--- src/rtl/fetch_pkg.sv ---
package fetch_pkg;

  typedef struct packed {
    logic armed;
    logic active;
  } fetch_st_t;

  localparam fetch_st_t FETCH_IDLE = '{armed: 1'b0, active: 1'b0};

  // Next-state rule of the fetch controller.
  // Active cycle: only a strobe event matters, and it closes the cycle.
  // Idle and armed: inhibit cancels, otherwise a strobe event opens the cycle.
  // Idle and unarmed: a baud event arms unless inhibited.
  function automatic fetch_st_t fetch_next(input fetch_st_t cur,
                                           input logic      strobe_evt,
                                           input logic      arm_evt,
                                           input logic      inhibit);
    fetch_st_t nxt;
    nxt = cur;
    if (cur.active) begin
      nxt.armed = 1'b0;
      if (strobe_evt) nxt.active = 1'b0;
    end else if (cur.armed) begin
      if (inhibit) begin
        nxt.armed = 1'b0;
      end else if (strobe_evt) begin
        nxt.armed  = 1'b0;
        nxt.active = 1'b1;
      end
    end else if (arm_evt && !inhibit) begin
      nxt.armed = 1'b1;
    end
    return nxt;
  endfunction

endpackage

--- src/rtl/fcg_edge_sync.sv ---
// Multi-flop synchronizer followed by a rising-edge detector.
// STAGES must be at least 2.
module fcg_edge_sync #(
  parameter int STAGES = 2
) (
  input  logic clk,
  input  logic rst_n,
  input  logic din,
  output logic rise
);

  logic [STAGES-1:0] chain;
  logic              last;

  always_ff @(posedge clk or negedge rst_n) begin
    if (!rst_n) begin
      chain <= '0;
      last  <= 1'b0;
    end else begin
      chain <= {chain[STAGES-2:0], din};
      last  <= chain[STAGES-1];
    end
  end

  assign rise = chain[STAGES-1] & ~last;

endmodule

--- src/rtl/fcg_pulse_delay.sv ---
// Fixed delay of a one-cycle pulse by DEPTH clock cycles (DEPTH may be 0).
module fcg_pulse_delay #(
  parameter int DEPTH = 2
) (
  input  logic clk,
  input  logic rst_n,
  input  logic din,
  output logic dout
);

  generate
    if (DEPTH == 0) begin : g_bypass
      assign dout = din;
    end else begin : g_line
      logic [DEPTH-1:0] line;
      for (genvar i = 0; i < DEPTH; i++) begin : g_stage
        always_ff @(posedge clk or negedge rst_n) begin
          if (!rst_n)      line[i] <= 1'b0;
          else if (i == 0) line[i] <= din;
          else             line[i] <= line[(i == 0) ? 0 : i-1];
        end
      end
      assign dout = line[DEPTH-1];
    end
  endgenerate

endmodule

--- src/rtl/fcg_ctrl.sv ---
// Arm / start / end controller with self-clearing request.
module fcg_ctrl
  import fetch_pkg::*;
(
  input  logic clk,
  input  logic rst_n,
  input  logic strobe_evt,
  input  logic arm_evt,
  input  logic inhibit,
  output logic armed,
  output logic access,
  output logic access_n
);

  fetch_st_t st_q, st_d;
  logic      acc_n_q;

  always_comb st_d = fetch_next(st_q, strobe_evt, arm_evt, inhibit);

  always_ff @(posedge clk or negedge rst_n) begin
    if (!rst_n) begin
      st_q    <= FETCH_IDLE;
      acc_n_q <= 1'b1;
    end else begin
      st_q    <= st_d;
      acc_n_q <= ~st_d.active;
    end
  end

  assign armed    = st_q.armed;
  assign access   = st_q.active;
  assign access_n = acc_n_q;

endmodule

--- src/rtl/fetch_cycle_gen.sv ---
module fetch_cycle_gen #(
  parameter int SYNC_STAGES = 2,
  parameter int ARM_DELAY   = 2
) (
  input  logic clk,
  input  logic rst_n,
  input  logic baud_tick,
  input  logic strobe,
  input  logic inhibit,
  output logic access,
  output logic access_n
);

  logic baud_rise;
  logic strobe_evt;
  logic arm_evt;
  logic armed;

  fcg_edge_sync #(.STAGES(SYNC_STAGES)) u_baud_sync (
    .clk (clk), .rst_n (rst_n), .din (baud_tick), .rise (baud_rise)
  );

  fcg_edge_sync #(.STAGES(SYNC_STAGES)) u_strobe_sync (
    .clk (clk), .rst_n (rst_n), .din (strobe), .rise (strobe_evt)
  );

  fcg_pulse_delay #(.DEPTH(ARM_DELAY)) u_arm_delay (
    .clk (clk), .rst_n (rst_n), .din (baud_rise), .dout (arm_evt)
  );

  fcg_ctrl u_ctrl (
    .clk        (clk),
    .rst_n      (rst_n),
    .strobe_evt (strobe_evt),
    .arm_evt    (arm_evt),
    .inhibit    (inhibit),
    .armed      (armed),
    .access     (access),
    .access_n   (access_n)
  );

endmodule

--- config.mk ---
export PLATFORM = sky130hd
export DESIGN_NAME = fetch_cycle_gen
export DESIGN_NICKNAME = d
export VERILOG_FILES = /design/src/rtl/fetch_pkg.sv /design/src/rtl/fcg_edge_sync.sv /design/src/rtl/fcg_pulse_delay.sv /design/src/rtl/fcg_ctrl.sv /design/src/rtl/fetch_cycle_gen.sv
export SDC_FILE = /design/constraint.sdc
export NUM_CORES = 1
export LEC_CHECK = 0
export CAP_MARGIN = 20
export CORE_AREA = 4 4 41 43
export CTS_BUF_LIST = sky130_fd_sc_hd__clkbuf_4 sky130_fd_sc_hd__clkbuf_8
export DETAILED_ROUTE_END_ITERATION = 16
export DIE_AREA = 0 0 45 47
export DONT_BUFFER_PORTS = 1
export SETUP_SLACK_MARGIN = 0.4
export SYNTH_ARGS = -nofsm -noshare
export SYNTH_HDL_FRONTEND = slang
export SYNTH_SLANG_ARGS = --single-unit
--- constraint.sdc ---
create_clock -name clk -period 1.8 [get_ports clk]
set_input_delay 0.18 -clock clk [delete_from_list [all_inputs] [get_ports clk]]
set_output_delay 0.18 -clock clk [all_outputs]
set_load 0.005 [all_outputs]
==> flow_metrics.py, run 1 <==
metrics = {
    "global_routing": {
        "busiest_layer": "met2",
        "grt.overflow.total": 0,
        "gr-usage-met2_pct": 9.32,
        "antenna_found_initial": 0,
        "grt_pass1_vias": 204,
        "grt_max_degree": 12,
        "use_met1_pct": 6.71,
        "grt_use_total_pct": 7.40,
        "grt_first_pass_wirelength_um": 924,
        "use_met3_pct": 7.28,
    },
    "run": {
        "drv_cap": 0,
    },
    "route": {
        "drt_wl_total_um": 525,
        "vias": 194,
        "firstDrtPassIters": 2,
        "drt-initial-drc-count": 2,
        "postRouteAntennaNets": 0,
        "drt-wirelength-per-cell_um": 12.5,
        "avgViaCountPerCell": 4.62,
        "drc_errors": 0,
    },
    "cells_and_area": {
        "fillers": 135,
        "syn_to_final_growth_pct": 25.1,
        "final_nets": 33,
        "drive_gt1_share_pct": 25.9,
        "ff_latch_area_um2": 277,
        "multiInputGateArea_um2": 77.6,
        "finish.instance_area_um2": 443,
        "diodes": 0,
    },
    "hold_path": {
        "hold_class": "in2reg",
    },
    "sta": {
        "rsz0062_at_grt": "no",
        "hold_viol_final": 0,
        "clock_skew_ns": 0.00450,
        "tightest_slew_ns": 0.463,
        "slew_headroom_pct": 69.0,
        "tns_ns": 0,
        "period_share_pct": 57.2,
        "fin_crit_ns": 1.03,
        "setup_viol_count_final": 0,
        "max_freq_mhz": 972,
        "drv_slew": 0,
    },
    "clock_tree": {
        "cts_tree": "yes",
        "cts_resized": 0,
        "numCtsBuffers": 3,
        "cts_setup_buffers": 0,
        "clk_latency_ns": 0.26,
        "hold_buffers": 4,
        "clk_pin_slew_ns": 0.06,
        "cts_root_buffer": "clkbuf_4",
        "cts_buffer_depth": 2,
        "cts_max_level": 1,
        "cts.sinks": 11,
    },
    "floorplan": {
        "dieArea_um2": 2120,
        "start_util_pct": 27.2,
        "num_rows": 13,
        "die_h_um": 47,
        "io_pins": 7,
        "coreArea_um2": 1300,
        "die_w_um": 45,
    },
    "worst_setup_path": {
        "endpoint_kind": "register",
        "start_kind": "register",
        "cp_max_fo": 5,
        "path_class": "reg2reg",
        "cp_data_required_time_ns": 2.01,
        "arrival_ns": 1.24,
    },
    "power_and_ir_drop": {
        "static-leakage-power_uw": 0.000195,
        "irDropWorstVdd_mv": 0.542,
        "power.density_nw_per_um2": 1060,
    },
    "synthesis": {
        "synth_area_leaders": "dfrtp_1 (71%), dfstp_2 (7.4%), nor4b_4 (6.7%)",
        "yosysWarningCount": 0,
        "yosys.area.top_type": "dfrtp_1",
        "synthCells": 19,
        "yosysSeqAreaShare_pct": 78.1,
        "ys_seq_elements": 11,
        "synth_cell_type_count": 10,
        "postSynthAreaPerCell_um2": 18.6,
        "yosys.area.top_type_share_pct": 70.7,
        "netlist_area_um2": 354,
        "syn_nets": 24,
    },
    "status": {
        "status": "complete, no violations",
    },
    "place": {
        "port_buffers": 0,
        "globalplace.congestion": 0.712,
        "dpl-instance-area_um2": 373,
    },
}
-- cells in the mapped netlist --
cell / count
nor4_2: 1
nand2b_1: 1
a22o_1: 1
a22oi_1: 1
and3b_1: 1
dfrtp_1: 10
nor4b_4: 1
nor2b_1: 1
nor2_1: 1
dfstp_2: 1
-- stage by stage --
stage | power [µW] | hold slack, ns | setup WS [ns] | util (%) | cells
after floorplan | 285 | -0.116 | 0.866 | - | 19
after global placement | 287 | -0.115 | 0.842 | 28.7 | 34
after detailed placement | 290 | -0.115 | 0.787 | 28.7 | 34
after CTS | 482 | 0.133 | 0.768 | 34.0 | 42
after global routing | 508 | 0.137 | 0.707 | 34.0 | 42
final | 469 | 0.149 | 0.771 | 34.0 | 42
-- final timing paths --
check                                       startpoint                    endpoint  slack (ns)  depth (start not counted)
worst min register to register  u_strobe_sync.chain[0]      u_strobe_sync.chain[1]        0.35                          0
max in group asynchronous                        rst_n             u_ctrl.access_n        1.16                          1
worst max-delay path                     u_ctrl.access               u_ctrl.access        0.77                          2
worst min-delay path                           inhibit               u_ctrl.access        0.15                          2
worst max register to register           u_ctrl.access               u_ctrl.access        0.77                          2
min in group asynchronous                        rst_n  u_arm_delay.g_line.line[0]        0.30                          1
-- worst max-delay path, cell delays in order (launching register included) --
cell and delay (ns):
dfrtp_1 0.47, nor4b_4 0.34, a22o_1 0.16
-- layer usage --
| layer | part of all wire [%] | vias up |
|---|---|---|
| li1 | - | 83 |
| met1 | 40 | 96 |
| met2 | 41 | 10 |
| met3 | 15 | 5 |
| met4 | 3.8 | 0 |
| met5 | 0 | - |
-- placed cells by master, fill, tap and decap left out --
| cell | Yosys | layout |
|---|---|---|
| dfrtp_1 | 10 | 10 |
| clkbuf_4 | 0 | 4 |
| dlygate4sd3_1 | 0 | 4 |
| nand2b_1 | 1 | 1 |
| nor4b_4 | 1 | 1 |
| a22oi_1 | 1 | 1 |
| nor2_1 | 1 | 1 |
| and3b_1 | 1 | 1 |
| nor4_2 | 1 | 1 |
| nor2b_1 | 1 | 1 |
| a22o_1 | 1 | 1 |
| dfstp_2 | 1 | 1 |
-- flip-flops by register name, indices dropped and copies added, names as in the netlist --
register                 cells
u_ctrl.access_n              1
u_arm_delay.g_line.line      1
u_baud_sync.last             1
u_ctrl.armed                 1
u_strobe_sync.chain          2
u_strobe_sync.last           1
u_ctrl.access                1
u_arm_delay.dout             1
u_baud_sync.chain            2
-- final cells by class --
class | instances | share of cell area, %
tap | 15 | 4.24
timing repair buffer | 4 | 9.04
clock buffer | 4 | 6.78
multi-input combinational | 8 | 17.5
sequential | 11 | 62.4
-- power by group --
group / internal [µW] / total (µW) / switching [µW]
sequential: 262 / 273 / 10.7
clock: 101 / 173 / 72.4
combinational: 13.6 / 23.3 / 9.62
-- cells by family (layout without fill, tap and decap cells) --
family | Yosys count | after routing | share of synthesized area, %
and+or+nand+nor | 6 | 6 | 17.3
buffers and inverters | 0 | 8 | 0
DFF | 11 | 11 | 78.1
AOI/OAI and AO/OA | 2 | 2 | 4.59
(Power assumes the default switching activity.)
==> run 2, diff against run 1 <==
- clock period: 1.8 -> 1 ns (I/O delays scaled with it)
==> run 2 against run 1 <==
  * The flow now finishes with violations (hold timing)
  * Worst hold slack worse by 0.30 ns
  * Total power grew 82%
  * Fmax up 5.5%
  * Largest cell class unchanged
==> flow_metrics.py, run 2 (synthesis results as in run 1) <==
metrics = {
    "clock_tree": {
        "clk_pin_slew_ns": 0.07,
        "cts_root_buffer": "clkbuf_4",
        "hold_buffers": 3,
        "cts_tree": "yes",
        "cts_buffer_depth": 2,
        "cts_setup_buffers": 0,
        "numCtsBuffers": 3,
        "cts.sinks": 11,
        "cts_max_level": 1,
        "clk_latency_ns": 0.27,
    },
    "route": {
        "vias": 183,
        "drt-wirelength-per-cell_um": 13.2,
        "drt-initial-drc-count": 4,
        "postRouteAntennaNets": 0,
        "drc_errors": 0,
        "firstDrtPassIters": 2,
        "avgViaCountPerCell": 4.46,
        "drt_wl_total_um": 541,
    },
    "worst_setup_path": {
        "start_kind": "register",
        "path_class": "reg2reg",
        "arrival_ns": 1.18,
        "cp_data_required_time_ns": 1.21,
        "endpoint_kind": "register",
        "cp_max_fo": 5,
        "r2r_slack_ns": 0.02,
    },
    "sta": {
        "hold_viol_final": 11,
        "max_freq_mhz": 1020,
        "setup_viol_count_final": 0,
        "timing.final.ws_setup_ns": 0.0243,
        "fin_crit_ns": 0.976,
        "hold_ws_ns": -0.155,
        "tightest_slew_ns": 0.485,
        "slew_headroom_pct": 67.7,
        "clock_skew_ns": 0.00733,
        "period_share_pct": 97.6,
        "rsz0062_at_grt": "yes",
        "drv_slew": 0,
        "tns_ns": 0,
    },
    "cells_and_area": {
        "final_nets": 32,
        "multiInputGateArea_um2": 77.6,
        "layout_common_cells": "dfrtp_1 (9), clkbuf_4 (4), dlygate4sd3_1 (2)",
        "final_common_cell": "dfrtp_1",
        "drive_gt1_share_pct": 30.8,
        "syn_to_final_growth_pct": 23.3,
        "reg_top3": "u_baud_sync.chain (2), u_strobe_sync.chain (2)",
        "finish.instance_area_um2": 437,
        "ff_latch_area_um2": 278,
        "fillers": 135,
        "diodes": 0,
    },
    "global_routing": {
        "grt_max_degree": 12,
        "grt_use_total_pct": 7.46,
        "grt_first_pass_wirelength_um": 938,
        "antenna_found_initial": 0,
        "grt.overflow.total": 0,
        "grt_pass1_vias": 203,
    },
    "floorplan": {
        "die_h_um": 47,
        "num_rows": 13,
        "coreArea_um2": 1300,
        "start_util_pct": 27.2,
        "io_pins": 7,
        "dieArea_um2": 2120,
        "die_w_um": 45,
    },
    "status": {
        "status": "complete, but fails checks",
        "violations": "hold timing",
    },
    "place": {
        "dpl-instance-area_um2": 374,
        "pre_cts_ws_ns": 0.0413,
        "globalplace.congestion": 0.712,
        "port_buffers": 0,
    },
    "power_and_ir_drop": {
        "power_uw": 854,
        "irDropWorstVdd_mv": 0.819,
        "static-leakage-power_uw": 0.000198,
        "power.density_nw_per_um2": 1960,
    },
    "run": {
        "drv_cap": 0,
    },
    "hold_path": {
        "hold_class": "in2async",
    },
}
==> run 2: report_power, final <==
group / switching, µW / internal, µW
Sequential: 19.1 / 472
Clock: 143 / 181
Combinational: 15.9 / 22.9
==> run 2: metal layers <==
metal	global-route usage [%]	part of all wire, %	up-vias
li1	-	-	80
met1	5.94	35	87
met2	9.60	44	11
met3	8.43	17	5
met4	7.02	3.5	0
met5	0	0	-
==> run 2: layout make-up <==
cell class / count / share of cell area (%)
sequential: 11 / 63.6
multi-input combinational: 8 / 17.8
timing repair buffer: 3 / 7.45
clock buffer: 4 / 6.88
tap: 15 / 4.30
==> run 2: worst max-delay path, stage by stage (launching register included) <==
cell,delay [ns]
dfrtp_2,0.46
nor4b_4,0.28
a22o_1,0.16
==> run 2: what timing repair did <==
action	4_1_cts	5_1_grt
resized for setup	0	1
endpoints found under the setup margin	6	17
hold endpoints to repair	14	11
pin swaps	2	2
==> run 2: worst paths after layout <==
kind	start	endpoint	cells past startpoint
worst max-delay path	u_ctrl.access	u_ctrl.access	2
worst max register to register	u_ctrl.access	u_ctrl.access	2
min in group clk	inhibit	u_ctrl.armed	1
max in group asynchronous	rst_n	u_ctrl.access	1
worst min register to register	u_baud_sync.chain[0]	u_baud_sync.chain[1]	0
worst min-delay path	rst_n	u_baud_sync.chain[1]	1
==> run 2: stage by stage <==
stage / cells / utilization, % / hold slack [ns]
detailed placement: 34 / 28.7 / -0.195
global placement: 34 / 28.7 / -0.195
floorplan: 19 / - / -0.196
finish: 41 / 33.6 / -0.155
CTS: 41 / 33.4 / -0.132
global route: 41 / 33.6 / -0.146
==> run 3, diff against run 2 <==
- PLACE_DENSITY: unset -> 0.47
==> run 3 against run 2 <==
  * The run still ends with hold timing left
  * Worst hold slack better by 0.0034 ns
  * Design area up 8.0%
  * First-iteration DRC count down 50%
  * Critical endpoint unchanged
  * Largest power group unchanged
  * Highest routed layer is now met3
==> flow_metrics.py, run 3 (synthesis results as in run 1) <==
metrics = {
    "status": {
        "status": "complete, but fails checks",
        "violations": "hold timing",
    },
    "sta": {
        "period_share_pct": 94.5,
        "hold_viol_final": 11,
        "slew_headroom_pct": 68.1,
        "setup_viol_count_final": 0,
        "tns_ns": 0,
        "rsz0062_at_grt": "yes",
        "clock_skew_ns": 0.000302,
        "drv_slew": 0,
        "hold_ws_ns": -0.152,
        "timing.final.ws_setup_ns": 0.0551,
        "fin_crit_ns": 0.945,
        "tightest_slew_ns": 0.478,
        "max_freq_mhz": 1060,
    },
    "worst_setup_path": {
        "endpoint_kind": "register",
        "r2r_start": "u_ctrl.access",
        "start_kind": "register",
        "worstSetupStartpoint": "u_ctrl.access",
        "rr_endpoint": "u_ctrl.access",
        "r2r_slack_ns": 0.06,
        "path_class": "reg2reg",
        "worstRegToRegCells": 2,
        "cp_max_fo": 3,
        "arrival_ns": 1.15,
        "crit_end": "u_ctrl.access",
        "cp_data_required_time_ns": 1.20,
    },
    "power_and_ir_drop": {
        "p_switching_uw": 184,
        "power_frac_seq_pct": 58.3,
        "irDropWorstVdd_mv": 1.00,
        "internal-power_uw": 657,
        "swShare_pct": 21.9,
        "power.density_nw_per_um2": 1780,
        "power.share.clock_pct": 34.8,
        "pwr-share-comb_pct": 6.9,
        "static-leakage-power_uw": 0.000220,
    },
    "place": {
        "port_buffers": 0,
        "pre_cts_ws_ns": 0.0829,
        "dp_hpwl_um": 349,
        "globalplace.congestion": 0.589,
        "place.detailed.instances": 35,
    },
    "global_routing": {
        "grt_pass1_vias": 198,
        "busiest_layer": "met2",
        "antenna_found_initial": 0,
        "gr-usage-met2_pct": 10.2,
        "use_met1_pct": 6.41,
        "grt_use_total_pct": 6.58,
        "grt.overflow.total": 0,
        "grt_first_pass_wirelength_um": 883,
        "grt_max_degree": 12,
        "use_met3_pct": 6.13,
    },
    "route": {
        "drc_errors": 0,
        "firstDrtPassIters": 4,
        "drt_wl_total_um": 540,
        "postRouteAntennaNets": 0,
        "avgViaCountPerCell": 4.23,
        "vias": 186,
        "drt-initial-drc-count": 2,
        "drt-wirelength-per-cell_um": 12.3,
    },
    "clock_tree": {
        "cts_max_level": 1,
        "numCtsBuffers": 3,
        "cts_tree": "yes",
        "cts.sinks": 11,
        "clk_latency_ns": 0.26,
        "cts_buffer_depth": 2,
        "cts_root_buffer": "clkbuf_4",
        "hold_buffers": 3,
        "clk_pin_slew_ns": 0.07,
    },
    "hold_path": {
        "hold_class": "in2async",
    },
    "cells_and_area": {
        "layout_common_cells": "dfrtp_1 (9), clkbuf_4 (3), dlygate4sd3_1 (2), buf_6 (2)",
        "fillers": 132,
        "syn_to_final_growth_pct": 33.2,
        "diodes": 0,
        "final_nets": 35,
        "layoutNonFillerInstCount": 44,
        "drive_gt1_share_pct": 41.4,
        "reg_top3": "u_baud_sync.chain (2), u_strobe_sync.chain (2)",
        "final_common_cell": "dfrtp_1",
    },
    "floorplan": {
        "start_util_pct": 27.2,
        "coreArea_um2": 1300,
        "dieArea_um2": 2120,
        "die_h_um": 47,
        "io_pins": 7,
        "num_rows": 13,
        "die_w_um": 45,
    },
    "run": {
        "drv_cap": 0,
    },
}
run 3: changes by cell type in the layout (fill, tap and decap cells not counted), sizes merged:
cell | previous run | this run
buf | 0 | 3
clkbuf | 4 | 3
clkinv | 0 | 1
run 3: worst max-delay path: stages, from the launching register on:
cell and delay (ns):
dfrtp_2 0.44, nor4b_4 0.29, a22o_1 0.16
run 3: layout make-up:
type	instances	area, µm²	area share (%)
repair buffers	6	62.6	13.3
multi-input cells	8	85.1	18.0
clock inverters	1	5.00	1.06
flip-flops and latches	11	278	58.9
clock buffers	3	22.5	4.77
well taps	15	18.8	3.98
run 3: power by group through the flow:
stage          sequential (µW)  clock (µW)  combinational (µW)
2_1_floorplan              495           0                19.6
3_3_place_gp               497           0                26.9
3_5_place_dp               498           0                28.1
4_1_cts                    490         313                57.2
5_1_grt                    494         345                64.4
6_report                   491         292                58.1
run 3: metal layers:
| metal | share of wire (%) | vias to the layer above |
|---|---|---|
| met1 | 42 | 90 |
| met3 | 9.3 | 0 |
| met2 | 49 | 8 |
| met5 | 0 | - |
| li1 | - | 88 |
| met4 | 0 | 0 |
run 3: what timing repair did:
| action | 4_1_cts | 5_1_grt |
|---|---|---|
| setup buffers | 2 | 0 |
| hold endpoints to repair | 14 | 11 |
| gates cloned | 0 | 0 |
| gates resized for setup | 3 | 2 |
| setup endpoints to repair | 6 | 18 |
| pin swaps | 1 | 0 |
run 3: how the worst min path moves through the flow:
| stage | from | end | slack [ns] |
|---|---|---|---|
| CTS | inhibit | u_ctrl.armed | -0.12 |
| floorplan | rst_n | u_arm_delay.dout | -0.20 |
| global placement | rst_n | u_baud_sync.chain[1] | -0.20 |
| detailed placement | rst_n | u_baud_sync.chain[0] | -0.20 |
| global route | rst_n | u_arm_delay.g_line.line[0] | -0.13 |
| finish | rst_n | u_baud_sync.chain[0] | -0.15 |
run 3: through the flow:
stage / total power [µW] / util (%) / area (µm²)
after global placement: 523 / 29.3 / 382
after CTS: 860 / 35.8 / 465
after floorplan: 515 / - / 355
after detailed placement: 526 / 29.3 / 382
final: 841 / 36.3 / 472
after global routing: 903 / 36.3 / 472
